File: config.mk
export PLATFORM = sky130hd
export DESIGN_NAME = link_err_monitor
export DESIGN_NICKNAME = d
export VERILOG_FILES = /design/src/rtl/lem_pkg.sv /design/src/rtl/lem_word_classify.sv /design/src/rtl/lem_zero_run.sv /design/src/rtl/lem_err_latch.sv /design/src/rtl/link_err_monitor.sv
export SDC_FILE = /design/constraint.sdc
export NUM_CORES = 1
export LEC_CHECK = 0
export BUFFER_PORTS_ARGS = -buffer_cell sky130_fd_sc_hd__buf_2
export CAP_MARGIN = 25
export CORE_MARGIN = 2
export CORE_UTILIZATION = 35
export DETAILED_ROUTE_END_ITERATION = 8
export PLACE_DENSITY = 0.73
export SLEW_MARGIN = 10
export SYNTH_ARGS = -nofsm -noshare
export SYNTH_HDL_FRONTEND = slang
export SYNTH_HIERARCHICAL = 1
export SYNTH_SLANG_ARGS = --single-unit
export TNS_END_PERCENT = 100
File: constraint.sdc
create_clock -name clk -period 3.52 [get_ports clk]
set_input_delay 0.528 -clock clk [delete_from_list [all_inputs] [get_ports clk]]
set_output_delay 0.528 -clock clk [all_outputs]
set_load 0.01 [all_outputs]
File: src/rtl/lem_pkg.sv
package lem_pkg;
  typedef struct packed {
    logic oh_zero;
    logic all_zero;
    logic idle_ok;
    logic marker;
  } word_class_t;
endpackage

File: src/rtl/lem_word_classify.sv
module lem_word_classify
  import lem_pkg::*;
#(
  parameter int OH_W = 2,
  parameter int DATA_W = 32,
  parameter logic [DATA_W-1:0] IDLE_PAT = 32'h5A5A_5A5A,
  parameter logic [DATA_W-1:0] MARK_PAT = 32'hA5A5_A5A5
) (
  input  logic [OH_W+DATA_W-1:0] word,
  output word_class_t            cls
);
  localparam int W = OH_W + DATA_W;

  logic [OH_W-1:0]   oh;
  logic [DATA_W-1:0] pay;

  assign oh  = word[W-1:DATA_W];
  assign pay = word[DATA_W-1:0];

  always_comb begin
    cls.oh_zero  = (oh == '0);
    cls.all_zero = (word == '0);
    cls.idle_ok  = cls.oh_zero && (pay == IDLE_PAT);
    cls.marker   = cls.oh_zero && (pay == MARK_PAT);
  end
endmodule

File: src/rtl/lem_zero_run.sv
module lem_zero_run #(
  parameter int RUN_LEN = 4
) (
  input  logic clk,
  input  logic rst,
  input  logic valid,
  input  logic is_zero,
  input  logic clear,
  output logic hit
);
  localparam int CNT_W = $clog2(RUN_LEN + 1);
  localparam logic [CNT_W-1:0] LAST = CNT_W'(RUN_LEN - 1);
  localparam logic [CNT_W-1:0] TOP  = CNT_W'(RUN_LEN);

  logic [CNT_W-1:0] cnt;

  assign hit = valid && is_zero && (cnt == LAST);

  always_ff @(posedge clk) begin
    if (rst || clear) begin
      cnt <= '0;
    end else if (valid) begin
      if (!is_zero)      cnt <= '0;
      else if (cnt != TOP) cnt <= cnt + 1'b1;
    end
  end
endmodule

File: src/rtl/lem_err_latch.sv
module lem_err_latch (
  input  logic clk,
  input  logic rst,
  input  logic set_err,
  input  logic zero_hit,
  input  logic resync_en,
  output logic err_held,
  output logic init_start,
  output logic fire
);
  assign fire = (err_held && resync_en) || zero_hit;

  always_ff @(posedge clk) begin
    if (rst) begin
      err_held   <= 1'b0;
      init_start <= 1'b0;
    end else begin
      init_start <= fire;
      if (set_err)   err_held <= 1'b1;
      else if (fire) err_held <= 1'b0;
    end
  end
endmodule

File: src/rtl/link_err_monitor.sv
module link_err_monitor
  import lem_pkg::*;
#(
  parameter int OH_W = 2,
  parameter int DATA_W = 32,
  parameter int ZERO_RUN = 4,
  parameter logic [DATA_W-1:0] IDLE_PAT = 32'h5A5A_5A5A,
  parameter logic [DATA_W-1:0] MARK_PAT = 32'hA5A5_A5A5
) (
  input  logic                   clk,
  input  logic                   rst,
  input  logic                   word_valid,
  input  logic [OH_W+DATA_W-1:0] word_data,
  input  logic                   cell_mode,
  input  logic                   cell_end,
  input  logic                   out_of_sync,
  input  logic                   resync_en,
  output logic                   rx_err,
  output logic                   cell_err,
  output logic                   err_held,
  output logic                   init_start
);
  word_class_t cls;
  logic chk, pat_bad, cell_bad, zero_hit, fire;

  lem_word_classify #(
    .OH_W(OH_W), .DATA_W(DATA_W), .IDLE_PAT(IDLE_PAT), .MARK_PAT(MARK_PAT)
  ) u_cls (
    .word(word_data),
    .cls (cls)
  );

  assign chk      = word_valid && !out_of_sync;
  assign pat_bad  = chk && cls.oh_zero && !cls.all_zero && !cls.idle_ok && !cls.marker;
  assign cell_bad = chk && cell_mode && (cell_end ? !cls.marker : cls.marker);

  lem_zero_run #(.RUN_LEN(ZERO_RUN)) u_zr (
    .clk    (clk),
    .rst    (rst),
    .valid  (word_valid),
    .is_zero(cls.all_zero),
    .clear  (fire),
    .hit    (zero_hit)
  );

  lem_err_latch u_latch (
    .clk       (clk),
    .rst       (rst),
    .set_err   (pat_bad || cell_bad),
    .zero_hit  (zero_hit),
    .resync_en (resync_en),
    .err_held  (err_held),
    .init_start(init_start),
    .fire      (fire)
  );

  always_ff @(posedge clk) begin
    if (rst) begin
      rx_err   <= 1'b0;
      cell_err <= 1'b0;
    end else begin
      rx_err   <= pat_bad;
      cell_err <= cell_bad;
    end
  end
endmodule


==> flow_summary.toml <==
[global_route]
met1_usage_pct = 20.3
top_usage_layer = "met2"
met2_usage_pct = 24.5
grt_pass1_wl_um = 2250
grt_usage_pct = 15.9
grt_util_met3_pct = 2.98
grt_antenna_before_repair = 0
grt_pass1_vias = 576
grt_max_degree = 9
overflow = 0

[worst_setup_path]
rrSetupSlack_ns = 2.01
cp.required_ns = 3.71
start_kind = "primary input"
rr_endpoint = "u_zr/cnt[0]$_SDFFE_PP0P_"
path_max_fanout = 7
arrival_ns = 2.36
critical_path_class = "primary input to flop"
r2r_start = "u_zr/cnt[0]$_SDFFE_PP0P_"
critPathCaptureType = "flop"
r2r_cells = 5

[routing]
initialDrtViolationCount = 11
final_antenna_net_count = 0
num_vias = 703
routed_wl_um = 1290
wl_per_cell_um = 10.0
via_per_inst = 5.45
detail_route.first_pass.iterations = 4
drcViolationCount = 0

[floorplan]
ios = 45
die_area_um2 = 1840
start_util_pct = 36.3
fp.dieH_um = 42.8
rows = 14
core_um2 = 1450
die_w_um = 42.8

[min_path]
min_to = "cell_err$_SDFF_PP0_"
min-delay-start = "cell_mode"
hold_depth = 3
hold_class = "primary input to flop"

[finish]
final_core_util_pct = 54.6
drive_above_1_share_pct = 47.8
antenna_cells = 0
syn_to_final_growth_pct = 50.5
final-seq-area_um2 = 140
num-fill-cells = 156
final_area_um2 = 795
layoutNonFillerInstCount = 129
final_nets = 158
multi_input_area_um2 = 373

[yosys]
yosysWarnings = 6
yosysUniqueCellTypes = 30
synthXorXnorAreaFrac_pct = 1.66
synth_area_um2 = 528
yosys.area_share.simple_pct = 50.7
synthAdderAreaFrac_pct = 7.11
avgSynthCellArea_um2 = 8.12
synthCells = 65
syn-num-nets = 109
synth-seq-cells = 7
synth_top_family_by_area = "simple AND/OR/NAND/NOR gates"
ys_seq_area_share_pct = 26.5
synthMuxAreaShare_pct = 0
synth-compound-area-share_pct = 11.1

[clocking]
clk_pin_slew_worst_paths_ns = 0.05
cts_tree = "done"
clk_path_buf_depth = 2
clock-sinks = 7
cts_resized = 0
cts_buffers = 3
post_cts.repair.setup_buffers = 0
hold_buffers = 0
clk_latency_ns = 0.25
htree_levels = 1
cts_root_buf = "clkbuf_4"

[sta]
hold_violations = 0
fin_skew_ns = 0.000517
slew_violations = 0
period_share_pct = 61.8
worst_slack_ns = 1.35
fin_crit_ns = 2.17
fmax_ghz = 0.460
tightestPinTransition_ns = 0.739
relSlewSlack_pct = 50.4
rsz0062_at_grt = "no"
holdWs_ns = 0.534
tns_ns = 0
setup_violations = 0

[place]
io_buffers = 44
dp_hpwl_um = 1160
placed_cell_area_um2 = 768
gp_congestion = 0.714
dp_cells = 125
post-place-ws_ns = 1.11

[power_and_ir_drop]
power_density_nw_per_um2 = 239
p_total_uw = 190
p_leak_nw = 0.354
ir_worst_vdd_v = 0.000109

[status]
status = "finished clean"

[run]
cap_violations = 0
## cell usage in the layout (no fill, tap or decap), drive strengths merged
master and n:
nand4 10, a31oi 1, nand4b 1, nand2 5, nand2b 1, and3 1
nand3b 1, a21o 2, or4 1, nor2b 2, o211a 1, a211oi 1
dfxtp 7, nor2 4, nand3 2, clkbuf 4, inv 4, xor2 1
or3 1, a21oi 1, nor4 9, a311oi 1, buf 44, and4 1
ha 3, or3b 1, nor3 3
## synth_stat cells
cell type | instances | area, µm²
a21o_2 | 1 | 8.76
nor3_1 | 2 | 10.0
dfxtp_1 | 7 | 140
nand2_1 | 4 | 15.0
a21oi_1 | 1 | 5.00
or3_1 | 1 | 6.26
nor3_2 | 1 | 10.0
ha_1 | 3 | 37.5
o211a_1 | 1 | 10.0
nor4_2 | 1 | 12.5
nand3b_1 | 1 | 7.51
nor4_1 | 8 | 50.1
nand2b_1 | 1 | 6.26
or4_1 | 1 | 7.51
and4_1 | 1 | 8.76
nand3_1 | 2 | 10.0
inv_1 | 4 | 15.0
nor2_1 | 4 | 15.0
nor2b_1 | 1 | 6.26
a21o_1 | 1 | 7.51
nand4b_1 | 1 | 8.76
nand4_1 | 10 | 62.6
a311oi_1 | 1 | 8.76
and3_2 | 1 | 7.51
xor2_1 | 1 | 8.76
a31oi_1 | 1 | 6.26
a211oi_2 | 1 | 12.5
nor2b_2 | 1 | 8.76
or3b_1 | 1 | 8.76
nand2_2 | 1 | 6.26
## per-layer routing
metal	wire, µm	up-vias
met2	579	42
met5	0	-
met1	533	299
li1	-	358
met3	146	4
met4	30	0
## worst max-delay path by stage
stage / start / end / slack, ns / cells after the start
after floorplan: word_data[9] / u_latch/init_start$_SDFF_PP0_ / 1.52 / 6
after global placement: word_data[9] / u_latch/init_start$_SDFF_PP0_ / 1.20 / 7
after detailed placement: word_data[9] / u_latch/init_start$_SDFF_PP0_ / 1.11 / 7
after CTS: word_data[9] / u_latch/init_start$_SDFF_PP0_ / 1.37 / 7
after global routing: word_data[26] / u_latch/init_start$_SDFF_PP0_ / 1.21 / 7
final: word_data[9] / u_latch/init_start$_SDFF_PP0_ / 1.35 / 7
## flip-flops by register name, summed over array words and instances (netlist names)
name                flops
u_latch/init_start      1
u_latch/err_held        1
cell_err                1
rx_err                  1
u_zr/cnt                3
## where the power goes
part | internal (mW) | leakage [nW] | switching, mW
Sequential | 0.0804 | 0.0566 | 0.000412
Clock | 0.0432 | 0.0150 | 0.0287
Combinational | 0.0208 | 0.282 | 0.0167
Total | 0.144 | 0.354 | 0.0458
## final cells by class
class | count | area share (%)
Clock buffer | 4 | 3.31
Timing Repair Buffer | 44 | 27.7
Sequential cell | 7 | 17.6
Inverter | 4 | 1.89
Multi-Input combinational cell | 54 | 46.9
Tap cell | 16 | 2.52
## critical path: stages
cell and delay (ns):
buf_2 0.10, nor4_1 0.33, nand4_1 0.16, nor3_1 0.65, and3_2 0.33, a21o_2 0.13, nor2b_1 0.13
## cells by family after synthesis
| group | count (synthesis) |
|---|---|
| flip-flops | 7 |
| buffers and inverters | 4 |
| AND/OR/NAND/NOR | 43 |
| XOR/XNOR | 1 |
| AO/OA/AOI/OAI | 7 |
| adder cells (fa/ha/maj) | 3 |
Note: power is estimated with default switching activity, not from simulation.
